[src/rtl/ir_cap_pkg.sv]
package ir_cap_pkg;

  // Strobes from the control to the datapath, valid for one cycle
  typedef struct packed {
    logic startMeas;   // first accepted edge after enable
    logic pushEdge;    // accepted edge closes an interval
    logic timeout;     // width counter ran past its top value
    logic pushMarker;  // timeout with marker write requested
  } capStrobes_t;

endpackage

[src/rtl/ir_cap_ctrl.sv]
module ir_cap_ctrl
  import ir_cap_pkg::*;
#(
  parameter int FILT_W = 16
) (
  input  logic              clk,
  input  logic              rst_n,
  input  logic              enable,
  input  logic              envIn,
  input  logic [FILT_W-1:0] filterCount,
  input  logic              markerOnTimeout,
  input  logic              tick,
  input  logic              widthSat,
  output capStrobes_t       stb,
  output logic              filtLevel,
  output logic              busy
);

  logic              envQ;
  logic [FILT_W-1:0] glitchCnt;
  logic [FILT_W:0]   glitchNext;
  logic              mismatch;
  logic              filterOff;
  logic              accept;

  always_comb begin
    mismatch   = envQ ^ filtLevel;
    filterOff  = (filterCount == '0);
    glitchNext = {1'b0, glitchCnt} + (FILT_W+1)'(1);
    accept     = mismatch && (filterOff || (glitchNext >= {1'b0, filterCount}));
  end

  // Input register and glitch filter
  always_ff @(posedge clk or negedge rst_n) begin
    if (!rst_n) begin
      envQ      <= 1'b0;
      filtLevel <= 1'b0;
      glitchCnt <= '0;
    end else begin
      envQ <= envIn;
      if (accept) begin
        filtLevel <= envQ;
        glitchCnt <= '0;
      end else if (!mismatch) begin
        glitchCnt <= '0;
      end else begin
        glitchCnt <= glitchNext[FILT_W-1:0];
      end
    end
  end

  always_comb begin
    stb.startMeas  = accept && enable && !busy;
    stb.pushEdge   = accept && enable && busy;
    stb.timeout    = enable && busy && !accept && tick && widthSat;
    stb.pushMarker = enable && busy && !accept && tick && widthSat && markerOnTimeout;
  end

  always_ff @(posedge clk or negedge rst_n) begin
    if (!rst_n) begin
      busy <= 1'b0;
    end else if (!enable) begin
      busy <= 1'b0;
    end else if (stb.startMeas) begin
      busy <= 1'b1;
    end else if (stb.timeout) begin
      busy <= 1'b0;
    end
  end

endmodule

[src/rtl/ir_cap_fifo.sv]
module ir_cap_fifo #(
  parameter int ENT_W = 17,
  parameter int DEPTH = 8
) (
  input  logic                          clk,
  input  logic                          rst_n,
  input  logic                          push,
  input  logic [ENT_W-1:0]              pushData,
  input  logic                          pop,
  output logic [ENT_W-1:0]              headData,
  output logic [$clog2(DEPTH+1)-1:0]    count,
  output logic                          dropped
);

  localparam int AW = (DEPTH > 1) ? $clog2(DEPTH) : 1;
  localparam int CW = $clog2(DEPTH+1);

  logic [ENT_W-1:0] mem [DEPTH];
  logic [AW-1:0]    wrPtr;
  logic [AW-1:0]    rdPtr;
  logic             full;
  logic             popOk;
  logic             pushOk;

  function automatic logic [AW-1:0] nextPtr(input logic [AW-1:0] p);
    return (p == AW'(DEPTH-1)) ? '0 : p + AW'(1);
  endfunction

  always_comb begin
    full     = (count == CW'(DEPTH));
    popOk    = pop && (count != '0);
    pushOk   = push && (!full || popOk);
    dropped  = push && !pushOk;
    headData = mem[rdPtr];
  end

  for (genvar i = 0; i < DEPTH; i++) begin : gSlot
    always_ff @(posedge clk) begin
      if (pushOk && (wrPtr == AW'(i))) begin
        mem[i] <= pushData;
      end
    end
  end

  always_ff @(posedge clk or negedge rst_n) begin
    if (!rst_n) begin
      wrPtr <= '0;
      rdPtr <= '0;
      count <= '0;
    end else begin
      if (pushOk) wrPtr <= nextPtr(wrPtr);
      if (popOk)  rdPtr <= nextPtr(rdPtr);
      case ({pushOk, popOk})
        2'b10:   count <= count + CW'(1);
        2'b01:   count <= count - CW'(1);
        default: count <= count;
      endcase
    end
  end

endmodule

[src/rtl/ir_cap_datapath.sv]
module ir_cap_datapath
  import ir_cap_pkg::*;
#(
  parameter int CNT_W = 16,
  parameter int DIV_W = 16,
  parameter int DEPTH = 8
) (
  input  logic                          clk,
  input  logic                          rst_n,
  input  capStrobes_t                   stb,
  input  logic                          busy,
  input  logic                          curLevel,
  input  logic [DIV_W-1:0]              divider,
  input  logic                          rdStrobe,
  input  logic                          statusRead,
  input  logic                          waterHalf,
  output logic                          tick,
  output logic                          widthSat,
  output logic [CNT_W+1:0]              rdData,
  output logic [$clog2(DEPTH+1)-1:0]    fifoCount,
  output logic                          flagTimeout,
  output logic                          flagOverrun,
  output logic                          flagService
);

  localparam int PW    = DIV_W + 2;
  localparam int ENT_W = CNT_W + 1;
  localparam int CW    = $clog2(DEPTH+1);

  logic [PW-1:0]    presc;
  logic [PW-1:0]    prescLimit;
  logic [CNT_W-1:0] width;
  logic [CNT_W-1:0] widthNext;
  logic             restart;
  logic             pushAny;
  logic [ENT_W-1:0] pushData;
  logic [ENT_W-1:0] headData;
  logic             dropped;

  // Width timer: one unit per 4*(divider+1) clocks
  always_comb begin
    prescLimit = {divider, 2'b11};
    tick       = busy && (presc == prescLimit);
    widthSat   = &width;
    widthNext  = (tick && !widthSat) ? width + CNT_W'(1) : width;
    restart    = stb.startMeas || stb.pushEdge || !busy;
  end

  always_ff @(posedge clk or negedge rst_n) begin
    if (!rst_n) begin
      presc <= '0;
      width <= '0;
    end else if (restart) begin
      presc <= '0;
      width <= '0;
    end else begin
      presc <= tick ? '0 : presc + PW'(1);
      width <= widthNext;
    end
  end

  always_comb begin
    pushAny  = stb.pushEdge || stb.pushMarker;
    pushData = stb.pushMarker ? '1 : {curLevel, widthNext};
  end

  ir_cap_fifo #(
    .ENT_W(ENT_W),
    .DEPTH(DEPTH)
  ) fifoInst (
    .clk      (clk),
    .rst_n    (rst_n),
    .push     (pushAny),
    .pushData (pushData),
    .pop      (rdStrobe),
    .headData (headData),
    .count    (fifoCount),
    .dropped  (dropped)
  );

  always_ff @(posedge clk or negedge rst_n) begin
    if (!rst_n) begin
      flagTimeout <= 1'b0;
      flagOverrun <= 1'b0;
    end else begin
      if (stb.timeout)     flagTimeout <= 1'b1;
      else if (statusRead) flagTimeout <= 1'b0;
      if (dropped)         flagOverrun <= 1'b1;
      else if (statusRead) flagOverrun <= 1'b0;
    end
  end

  always_comb begin
    rdData      = (fifoCount != '0) ? {1'b1, headData} : '0;
    flagService = waterHalf ? (fifoCount >= CW'(DEPTH/2)) : (fifoCount != '0);
  end

endmodule

[src/rtl/ir_pulse_capture.sv]
module ir_pulse_capture
  import ir_cap_pkg::*;
#(
  parameter int CNT_W  = 16,
  parameter int DIV_W  = 16,
  parameter int FILT_W = 16,
  parameter int DEPTH  = 8
) (
  input  logic              clk,
  input  logic              rst_n,
  input  logic              enable,
  input  logic              envIn,
  input  logic [DIV_W-1:0]  divider,
  input  logic [FILT_W-1:0] filterCount,
  input  logic              markerOnTimeout,
  input  logic              waterHalf,
  input  logic              irqEnTimeout,
  input  logic              irqEnOverrun,
  input  logic              irqEnService,
  input  logic              rdStrobe,
  input  logic              statusRead,
  output logic [CNT_W+1:0]  rdData,
  output logic              flagTimeout,
  output logic              flagOverrun,
  output logic              flagBusy,
  output logic              flagService,
  output logic              irq
);

  capStrobes_t                 stb;
  logic                        tick;
  logic                        widthSat;
  logic                        filtLevel;
  logic [$clog2(DEPTH+1)-1:0]  fifoCount;
  logic                        pushAny;

  ir_cap_ctrl #(
    .FILT_W(FILT_W)
  ) ctrlInst (
    .clk             (clk),
    .rst_n           (rst_n),
    .enable          (enable),
    .envIn           (envIn),
    .filterCount     (filterCount),
    .markerOnTimeout (markerOnTimeout),
    .tick            (tick),
    .widthSat        (widthSat),
    .stb             (stb),
    .filtLevel       (filtLevel),
    .busy            (flagBusy)
  );

  ir_cap_datapath #(
    .CNT_W(CNT_W),
    .DIV_W(DIV_W),
    .DEPTH(DEPTH)
  ) dpInst (
    .clk         (clk),
    .rst_n       (rst_n),
    .stb         (stb),
    .busy        (flagBusy),
    .curLevel    (filtLevel),
    .divider     (divider),
    .rdStrobe    (rdStrobe),
    .statusRead  (statusRead),
    .waterHalf   (waterHalf),
    .tick        (tick),
    .widthSat    (widthSat),
    .rdData      (rdData),
    .fifoCount   (fifoCount),
    .flagTimeout (flagTimeout),
    .flagOverrun (flagOverrun),
    .flagService (flagService)
  );

  assign pushAny = stb.pushEdge | stb.pushMarker;
  assign irq = (flagTimeout & irqEnTimeout) | (flagOverrun & irqEnOverrun) |
               (flagService & irqEnService);

endmodule

[config.mk]
export PLATFORM = sky130hd
export DESIGN_NAME = ir_pulse_capture
export DESIGN_NICKNAME = d
export VERILOG_FILES = /design/src/rtl/ir_cap_pkg.sv /design/src/rtl/ir_cap_ctrl.sv /design/src/rtl/ir_cap_fifo.sv /design/src/rtl/ir_cap_datapath.sv /design/src/rtl/ir_pulse_capture.sv
export SDC_FILE = /design/constraint.sdc
export NUM_CORES = 1
export LEC_CHECK = 0
export ABC_CLOCK_PERIOD_IN_PS = 7550
export BUFFER_PORTS_ARGS = -buffer_cell sky130_fd_sc_hd__buf_2
export CORE_MARGIN = 4
export CORE_UTILIZATION = 53
export CTS_BUF_LIST = sky130_fd_sc_hd__clkbuf_4 sky130_fd_sc_hd__clkbuf_8
export DETAILED_ROUTE_END_ITERATION = 10
export PLACE_DENSITY = 0.71
export SYNTH_ARGS = -nofsm -noshare
export SYNTH_HDL_FRONTEND = slang
export SYNTH_HIERARCHICAL = 1
export SYNTH_SLANG_ARGS = --single-unit
export TNS_END_PERCENT = 1
[constraint.sdc]
create_clock -name clk -period 7.55 [get_ports clk]
set_input_delay 1.8875 -clock clk [delete_from_list [all_inputs] [get_ports clk]]
set_output_delay 1.8875 -clock clk [all_outputs]
set_load 0.005 [all_outputs]
After elaboration in Yosys (flattened, before gate mapping)
Memories as Yosys holds them, arrays and structs flattened. Index checks and enable logic that the tools add are counted. W data, S select, Z words.

Reduce and logical (&&, ||, !) cells: 46. Magnitude comparators: 2. Equality and inequality tests: 13. Shifts and indexed selects: 0. Divide/modulo/power cells: 0. $mul: 0. Bitwise logic cells: 6. Add/subtract/negate cells: 7. Multiplexer cells: 55.

Operators with widths (number): $mux W17 (8); $reduce_or A17 Y1 (7); $mux W16 (4); $mux W18 (3); $mux W1 (30); $mux W3 (9); $logic_and A1 B1 Y1 (22); $add A18 B1 Y18 const B (1); $eq A18 B18 Y1 (1); $add A16 B1 Y17 const B (1); $ge A17 B16 Y1 (1); $add A16 B1 Y16 const B (1); $logic_not A16 Y1 (1); $reduce_and A16 Y1 (1); $eq A3 B3 Y1 const B (5); $pmux W4 S2 (1); $add A3 B1 Y3 const B (2); $eq A3 B2 Y1 const B (2); $reduce_bool A2 Y1 (3); $logic_not A1 Y1 (5); $logic_or A1 B1 Y1 (5); $add A4 B1 Y4 const B (1); $eq A4 B4 Y1 const B (1); $ge A4 B3 Y1 const B (1); 10 further kinds (13).

ROM bits: 0. Logic and storage cells: 141. Bits in latches: 0. Output and inout bits: 23. Register bits: 65. Memories: 1. Bits in writable memories: 136.

Memories: dpInst.fifoInst.mem (depth 8, width 17, read ports 1, clocked after Yosys merged registers in 0, write ports 1, RTL line ir_cap_fifo.sv:18) `logic [ENT_W-1:0] mem [DEPTH];`.

Longest topological paths before layout
Gate-level depths: netlist (run 1).

Word-level depth: 22. Gate-level depth with buffers: 22.

By module
Netlist (run 1), hierarchy kept.

Modules (own cells, without submodules): ir_cap_fifo (seq. area each 4334.2 um^2, area each 5828.1 um^2, instances 1, cells an instance 268); ir_cap_datapath (seq. area each 900.9 um^2, area each 2321.0 um^2, instances 1, cells an instance 258); ir_cap_ctrl (seq. area each 475.5 um^2, area each 1450.1 um^2, instances 1, cells an instance 149); ir_pulse_capture (seq. area each 0.0 um^2, area each 13.8 um^2, instances 1, cells an instance 2).

Worst setup path before layout (run 1)
OpenSTA, ideal clock, no wires.

Kind: input port to flip-flop. From: input port filterCount[13]. To: memory dpInst.fifoInst.mem[4][0], enable pin. Setup slack: 2.234 ns. Cell stages on the path: 13. Buffers on the path: 3. Arrival: 4.941 ns. Setup time: 0.375 ns. Data required time: 7.175 ns. Path through: inv_1 > ha_1 > a21oi_1 > a21boi_0 > a2111oi_4 > o211ai_2 > a211oi_1 > clkbuf_1 > or2_2 > clkbuf_1 > o21a_1 > clkbuf_1 > and3_1.

RTL lines: from (decl) (RTL line ir_pulse_capture.sv:14) `input logic [FILT_W-1:0] filterCount,`; to (decl) (RTL line ir_cap_fifo.sv:18).

==> run summary, run 1 <==
The run finished with clean final reports. Walking the worst path, the cells encountered are buf_2, inv_1, ha_1, a21oi_1, a21boi_0, a2111oi_4, o211ai_2, a211oi_2, buf_4, or2_2, o21a_1, and3_1. The setup-violating endpoint count in the final report is 0. The data required time at the worst endpoint is 7680 ps. The final-report max-slew violation count came to 0. The number of cells on the worst reg-to-reg path is 14. The via count of the first global-routing pass came out at 6213. After floorplanning, the core was sized to cover 17500 sq um. The clock insertion delay at the later pin of the skew report is 530 ps. The CTS sink count is 201. The number of violations of the max-capacitance limit is 0. At the pin with the least slew margin, the transition time is 906 ps.

After synthesis, the share of flip-flops with an asynchronous set or reset is 32.3%. The overall power after layout is 2630 uW. The number of I/O pins came out at 66.

The detailed placer's ending HPWL is 13000 microns. The filler cell count came out at 1338. The final worst-path cycle share came out at 66.9%. The number of DRC violations after detailed routing came out at 0. The fraction of final layout cells with drive strength greater than 1 is 26.2%. The diode insertion count for antenna repair is 0. The mapped netlist covers 9610 sq um. The number of buffers on the longest clock path came out at 3. Setup repair after global routing left no endpoint under its margin. The area growth from synthesis to layout is 13.2%.

CTS built an H-tree with a depth of 2. The startpoint identified for the worst hold timing path is dpInst/flagOverrun$_DFFE_PN0P_. The classification of the worst-slack hold path is flip-flop to flip-flop. The total of flip-flops plus latches after synthesis came out at 201. The starting utilization of the core area is 54.8%. The launch point of the worst reg-to-reg path is ctrlInst/glitchCnt[2]$_DFF_PN0_.

The number of violations reported at the end of detailed-routing iteration 0 came out at 353. Entering global routing, the biggest net connects 66 pins. The timing-limited maximum frequency is 198 MHz. The cell at the root of the clock tree is clkbuf_8. The element type at the critical path start is an input pin. The die area is 20400 sq um. OpenSTA, run right after detailed placement, puts the worst setup slack at 1970 ps.

The number of nets in the synthesized netlist is 750. Dividing the detail-routed wire length by the instance count gives 18.7 microns. The buffers inserted during post-CTS setup optimization is 0.

In the final layout, flip-flops and latches occupy 5710 sq um. The final worst clock skew is 35.4 ps. The maximum ir drop on the vdd rail came out at 0.000150 V. The leakage dissipation is 0.00384 uW. The final-report hold violation count came to 0.

The endpoint type of the worst setup path is a flip-flop. The via density per instance came out at 5.61. Row generation in the floorplan step produced 48 rows. Once detail routing completed, the nets flagged for antenna violations numbered 0. The clock transition at the registers of the reported paths is 50 ps. The largest fanout on the critical path is 21. The number of antenna violations at the first check in global routing is 0.

The power per cell area came out at 242 nW/um^2. The number of stages on the worst hold path came out at 1. TritonCTS built the clock tree.

The overall fraction of global-route tracks in use is 19.5%. For hold timing, the worst endpoint is dpInst/flagOverrun$_DFFE_PN0P_. For flop-to-flop paths, the worst setup slack is 2580 ps. The worst flop-to-flop path endpoint is dpInst/fifoInst/mem[1][10]$_DFFE_PP_. The instance count of the mapped netlist came out at 677. The cell at the slowest stage of the critical path is and3_1. The signal arrival time at the worst endpoint came out at 5180 ps. The number of instances in the placed design is 951. The number of buffers and inverters on the critical path is 3. The final layout net count came out at 835. The final estimated routing congestion in global placement is 0.874.

The critical path in this run is classified as input pin to flip-flop. The global-route wire length before repair is 31300 microns. The number of gates resized after cts is 0. The number of buffers inserted during clock tree synthesis came out at 34. The die extent in y is 143 microns.

In this design, the largest share of critical-path delay is due to compound AO/OA/AOI/OAI gates. The most common flop cell mapped by yosys is edfxtp_1. The utilization of the core after routing came out at 62.0%. The total via count in the routed design is 5674. Measured against its own limit, the worst slew margin works out to 39.6%. The floorplan die width is 143 microns. The Yosys step of the flow raised 6 warnings. The number of detailed-routing iterations run before antenna repair came out at 4.

Summing all multi-input logic gate instances after layout gives 3680 sq um. After synthesis, flip-flops and latches occupy 59.4% of the total area. On the worst path, the slowest cell contributes a delay of 790 ps.

Buffers placed on the I/O ports in this run total 65. The hold buffer count at cts came out at 0. The count of flip-flops with a built-in enable after synthesis came out at 136. For the final routed database, the setup TNS stands at 0 ps. For the finished layout, the period the worst path requires is 5050 ps.

The synthesized area per cell is 14.2 sq um. The count of distinct cell types in the synthesized netlist came out at 67. Excluding fillers, the count of instances in the completed layout stands at 1012.

The leftover overflow at the end of global routing came out at 0. The total wirelength of the detailed-routed design is 18900 microns. The worst path setup slack after routing came out at 2500 ps.
## how the worst max path moves through the flow
stage	startpoint	end	slack [ps]	depth (start not counted)
global route	ctrlInst/glitchCnt[0]$_DFF_PN0_	dpInst/fifoInst/mem[1][10]$_DFFE_PP_	2150	15
finish	filterCount[13]	dpInst/fifoInst/mem[1][10]$_DFFE_PP_	2500	12
global placement	filterCount[13]	dpInst/fifoInst/mem[6][0]$_DFFE_PP_	2100	12
detailed placement	filterCount[2]	dpInst/fifoInst/mem[1][3]$_DFFE_PP_	1970	12
floorplan	filterCount[13]	dpInst/fifoInst/mem[4][0]$_DFFE_PP_	2230	13
CTS	filterCount[13]	dpInst/fifoInst/mem[6][5]$_DFFE_PP_	2520	12
## cells by family (layout without fill, tap and decap cells)
logic type	Yosys count	after routing	synth area share (%)
flip-flops	201	201	59.4
AO/OA/AOI/OAI	53	53	4.57
buffers and inverters	53	163	2.43
AND/OR/NAND/NOR	222	222	13.2
multiplexers	62	62	11.2
XOR/XNOR	56	56	5.26
adder cells (fa/ha/maj)	30	30	3.98
## state kept, by name, indices dropped and copies added, names as in the netlist
name	flops
dpInst/fifoInst/rdPtr	3
dpInst/flagOverrun	1
dpInst/presc	18
dpInst/fifoInst/mem	136
ctrlInst/envQ	1
dpInst/fifoInst/count	4
dpInst/fifoInst/wrPtr	3
ctrlInst/glitchCnt	16
ctrlInst/filtLevel	1
dpInst/width	16
ctrlInst/busy	1
dpInst/flagTimeout	1
## per-layer routing
| metal | wire length [microns] | track usage (%) |
|---|---|---|
| met3 | 926 | 4.72 |
| met4 | 325 | 5.00 |
| met5 | 0 | 0 |
| met2 | 9430 | 33.3 |
| met1 | 8210 | 25.4 |
## final cells by class
cell class                      count  area share, %
Tap cell                          225           2.59
Clock buffer                       49           5.68
Inverter                           33           1.14
Clock inverter                     12           1.00
Sequential cell                   201           52.5
Multi-Input combinational cell    423           33.8
Timing Repair Buffer               69           3.27
## stage by stage
stage,area [sq um],hold WS (ps)
after CTS,10900,507
after global placement,10200,482
final,10900,511
after global routing,10900,547
after floorplan,9610,455
after detailed placement,10200,491
## synthesized netlist by cell type (all sizes together), types with 4 or more instances
| master | count | area (sq um) |
|---|---|---|
| edfxtp | 136 | 4080 |
| dfrtp | 65 | 1630 |
| nor2 | 46 | 183 |
| nor2b | 36 | 235 |
| mux4 | 34 | 766 |
| inv | 33 | 124 |
| nand3 | 33 | 200 |
| xor2 | 31 | 287 |
| ha | 29 | 363 |
| xnor2 | 25 | 219 |
| nand2 | 22 | 82.6 |
| mux2 | 20 | 229 |
| and3 | 18 | 113 |
| nor3 | 15 | 85.1 |
| o21a | 14 | 105 |
| nand2b | 11 | 68.8 |
| nor4 | 11 | 90.1 |
| buf | 10 | 72.6 |
| clkbuf | 10 | 37.5 |
| nand4 | 9 | 56.3 |
| o21ai | 9 | 45.0 |
| mux2i | 8 | 80.1 |
| or3 | 8 | 50.1 |
| a21oi | 7 | 35.0 |
| a21o | 4 | 30.0 |
## cells in the final DEF (no fill, tap or decap), types with 3 or more instances in the layout
cell type,count
clkbuf_4,9
clkbuf_8,40
nand2b_1,11
ha_1,29
nor2b_1,34
mux2_2,19
or3_1,8
nor4_1,8
dfrtp_1,63
and3_1,18
nand4_1,9
buf_4,4
o21ai_1,4
mux4_2,34
nand3_1,29
buf_2,65
inv_1,33
nor3_1,13
edfxtp_1,136
and2_1,3
o21ai_0,5
mux2i_1,8
nor2_1,44
xor2_1,29
clkinv_1,7
o21a_1,14
nand2_1,22
a21o_1,4
a21oi_1,7
xnor2_1,25
## worst reg2reg max path, stage by stage, from the launching register on
cell and delay (ps):
dfrtp_1 410, nand3_2 160, nor4_1 430, and3_1 250, xor2_1 200, ha_1 300
a21oi_1 150, a21boi_0 150, a2111oi_4 450, o211ai_2 180, a211oi_2 250, buf_4 250
or2_2 260, o21a_1 360, and3_1 790
## where the power goes
part           total, uW  switching, uW  internal (uW)
clock               1020            421            597
sequential          1270           84.6           1190
combinational        341            161            180
total               2630            667           1970
Note: power is estimated with default switching activity, not from simulation.
==> run 2, diff against run 1 <==
--- a/config.mk
+++ b/config.mk
@@ -5,7 +5,8 @@
 export SDC_FILE = /design/constraint.sdc
 export NUM_CORES = 1
 export LEC_CHECK = 0
-export ABC_CLOCK_PERIOD_IN_PS = 7550
+export ABC_AREA = 1
+export ABC_CLOCK_PERIOD_IN_PS = 4960
 export BUFFER_PORTS_ARGS = -buffer_cell sky130_fd_sc_hd__buf_2
 export CORE_MARGIN = 4
 export CORE_UTILIZATION = 53
==> constraint.sdc (replaced) <==
create_clock -name clk -period 4.96 [get_ports clk]
set_input_delay 1.24 -clock clk [delete_from_list [all_inputs] [get_ports clk]]
set_output_delay 1.24 -clock clk [all_outputs]
set_load 0.005 [all_outputs]
==> run summary, run 2 <==
Derived from the worst setup path, the maximum achievable clock frequency is 231 MHz. The sequential cell area is 5710 sq um. The post-synth net total came out at 1214. The starting utilization of the core area is 54.7%. The final antenna-violating net count is 0. Of the post-synthesis cell area, the dominant cell type holds 39.2%. The clock drives 201 sinks. The via count of the first global-routing pass is 7438. The clock insertion delay at the later pin of the skew report is 530 ps.

nand2_1 is the most common cell in the netlist. The number of DRC violations after detailed routing is 0. Sequential elements use 54.9% of the synthesized area.

Ranked by flip-flop count, first place goes to dpInst/fifoInst/mem. The largest single stage delay on the critical path is 390 ps. The maximum number of pins on one net before global-route repair is 70.

The number of buffers inserted during clock tree synthesis is 35. Sorting the synthesized cells by how often they occur yields nand2_1 (248), nor2_1 (182), inv_1 (145), edfxtp_1 (136), dfrtp_1 (65). The normalized max-slew margin came out at 31.5%. The final layout net count came out at 1299.

The number of gates resized after cts came out at 0. By startpoint and endpoint, the worst setup path is classified as flip-flop to flip-flop. Of the total power, the share spent switching nets is 31.9%. The register with the most flip-flops in the layout has 136 of them. Combinational logic is responsible for 24.8% of the overall power. The number of antenna violations at the first check in global routing is 1. The power per cell area is 385 nW/um^2. The final estimated routing congestion in global placement is 0.883.

Of the total synthesized cell area, the portion taken by AND, OR, NAND and NOR gates is 23.8%. The instance count of the mapped netlist is 1141. Setup repair after global routing left no endpoint under its margin. The largest individual stage delay along the critical path comes from the cell dfrtp_1.

The maximum ir drop on the vdd rail came out at 0.000269 V. The signal arrival time at the worst endpoint came out at 4740 ps. The data required time at the worst endpoint came out at 5370 ps. The total of buffers placed on input and output ports is 65. Row generation in the floorplan step produced 50 rows. The post-synthesis xor/xnor area fraction is 1.76%. The analysis attributes to cell leakage a power of 0.00496 uW.

Among the stages of the critical path, the cell type that occurs most often is nand2_1. The endpoint type of the worst setup path is a flip-flop. The multiplexer fraction of the synthesized cell area came out at 1.63%. The first global-routing pass estimated 35700 microns of wire. Setup violations remaining at the end of the flow were counted as 0.

The count of distinct cell types in the synthesized netlist is 53. In this run the mean area of a mapped cell was 9.12 sq um. The transition time at the pin with the least slew margin is 1030 ps. The switching power is 1430 uW. Leaving out fill and tap cells, the most frequent cell in the layout is nand2_1. Of all nets on the critical path, the largest fanout is 5. The die area is 21900 sq um. For this run, asynchronously set or reset flops after synthesis account for 32.3%. Clock tree synthesis selected as its root buffer the cell clkbuf_8.

The area of the mapped netlist is 10400 sq um. Summing all multi-input logic gate instances after layout gives 3950 sq um. The number of detailed-routing iterations run before antenna repair came out at 5. The flow ran to the end, and the final reports show no timing, DRC or antenna violations. The total via count in the routed design is 7826.

From synthesis to final layout, the design area changed by 12.2%. Once the clock tree was built, the setup fixing pass inserted 0 buffers. In the layout the commonest cells are nand2_1 (248), nor2_1 (182), inv_1 (145). The element type at the critical path start is a flip-flop. Internal power comes to 3060 uW.

The hold buffer count at cts is 0. The share of power burned in registers is 42.7%. The share of the synthesized area in compound gates (AO/OA/AOI/OAI) is 6.68%.

The synthesized design spends more area on one cell type than any other, namely edfxtp_1. The diode insertion count for antenna repair came out at 0. For this run the aggregate overflow at the end of global routing stands at 0. After detailed routing, the average wire length per cell comes to 14.5 microns.

Counting flops with a built-in enable in the synthesized netlist gives 136. In the final layout, the share of cells above drive strength 1 is 15.9%. The final-layout setup total negative slack is 0 ps.

The count of warnings emitted by yosys is 6. The adder and majority cell fraction of the synthesized area came out at 3.68%. The via density per instance is 5.19.

The minimum clock period after layout is 4330 ps. The utilization of the core after routing is 61.4%. Across the run, the number of max-cap violations was 0. The number of buffers on the longest clock path came out at 3. The clock power share is 32.5%. The most common flop cell mapped by yosys is edfxtp_1. Summed over all layers, the routed wires come to 21900 microns. The filler cell count came out at 1647. The number of violations reported at the end of detailed-routing iteration 0 came out at 387. The core region is 19000 sq um. Sorting the synthesized cells by area gives the leading types as edfxtp_1 (39%), dfrtp_1 (16%), nand2_1 (8.9%). After synthesis, the largest family of logic cells by area is simple AND/OR/NAND/NOR gates. The die extent in y is 148 microns. The H-tree was split into 2 levels.

The final-report hold violation count came to 0. The detailed placer's ending HPWL is 14400 microns. The overall fraction of global-route tracks in use came out at 20.0%. The final worst clock skew came out at 28.2 ps. The final worst-path cycle share came out at 87.3%. The largest registers in the layout are dpInst/fifoInst/mem x136, dpInst/presc x18. The final-report max-slew violation count came out at 0.

The total of flip-flops plus latches after synthesis is 201. The floorplan die width is 148 microns. The clock transition at the registers of the reported paths is 60 ps.

The CTS tree is yes. The min-delay analysis places its worst path in the category flip-flop to flip-flop. The number of I/O pins is 66.
==> run 2: changes by cell type after synthesis, sizes merged, moves of 17 or more <==
cell and change:
nand2 +237, xor2 -17, nand3 +22, mux2 -20
nor2b -36, o21ai +69, o22ai +17, and3 -17
inv +119, xnor2 -19, a21oi +17, nor2 +147
mux4 -34
==> run 2: cell families after synthesis <==
logic type	count (synthesis)
and+or+nand+nor	560
DFF	201
buffers and inverters	185
AOI/OAI and AO/OA	128
adders and majority gates	30
xor gates and xnor gates	20
muxes	17
==> run 2: per-stage QoR <==
stage	hold slack (ps)	instance area, sq um	setup slack [ps]	instances	total power [uW]
finish	496	11700	629	1509	4490
floorplan	455	10400	455	1141	2730
CTS	498	11700	641	1509	4540
detailed placement	491	11000	651	1449	3070
global placement	473	11000	878	1449	3040
global route	514	11700	155	1509	4780
==> run 2: power groups by stage <==
| stage | clock network, uW | registers [uW] | logic, uW |
|---|---|---|---|
| CTS | 1500 | 1920 | 1120 |
| finish | 1460 | 1920 | 1110 |
| detailed placement | 0 | 1950 | 1120 |
| global placement | 0 | 1950 | 1090 |
| floorplan | 0 | 1880 | 855 |
| global route | 1580 | 1930 | 1270 |
==> run 2: final timing paths <==
check,startpoint,cells after the start,slack (ps),end
min reg2reg,ctrlInst/glitchCnt[0]$_DFF_PN0_,1,500,ctrlInst/glitchCnt[0]$_DFF_PN0_
min,ctrlInst/glitchCnt[0]$_DFF_PN0_,1,500,ctrlInst/glitchCnt[0]$_DFF_PN0_
max reg2reg,ctrlInst/glitchCnt[0]$_DFF_PN0_,34,630,dpInst/fifoInst/count[3]$_DFFE_PN0P_
max,ctrlInst/glitchCnt[0]$_DFF_PN0_,34,630,dpInst/fifoInst/count[3]$_DFFE_PN0P_
min in group asynchronous,rst_n,1,870,dpInst/presc[7]$_DFF_PN0_
max in group asynchronous,rst_n,2,3180,dpInst/width[3]$_DFF_PN0_
==> run 2: worst max-delay path, delay by kind of cell (launching register included) <==
family          cells  cell delay (ps)
buf+inv             5              400
simple gates       24             2400
fa+ha+maj           3              760
xor+xnor            1              200
flops               1              390
compound gates      1               80
==> run 2: final cells by class <==
cell class / instances / area share [%]
flip-flops and latches: 201 / 48.9
clock buffers: 52 / 5.43
multi-input cells: 755 / 33.8
clock inverters: 8 / 0.364
repair buffers: 80 / 3.75
well taps: 260 / 2.79
inverters: 153 / 4.92
==> run 2: layer usage <==
layer  vias up  part of all wire (%)  GRT usage (%)
met2       186                    50           34.7
li1       3924                     -              -
met5         -                 0.032              0
met3        36                   5.8           3.93
met4         2                   1.7           5.73
met1      3678                    43           25.8
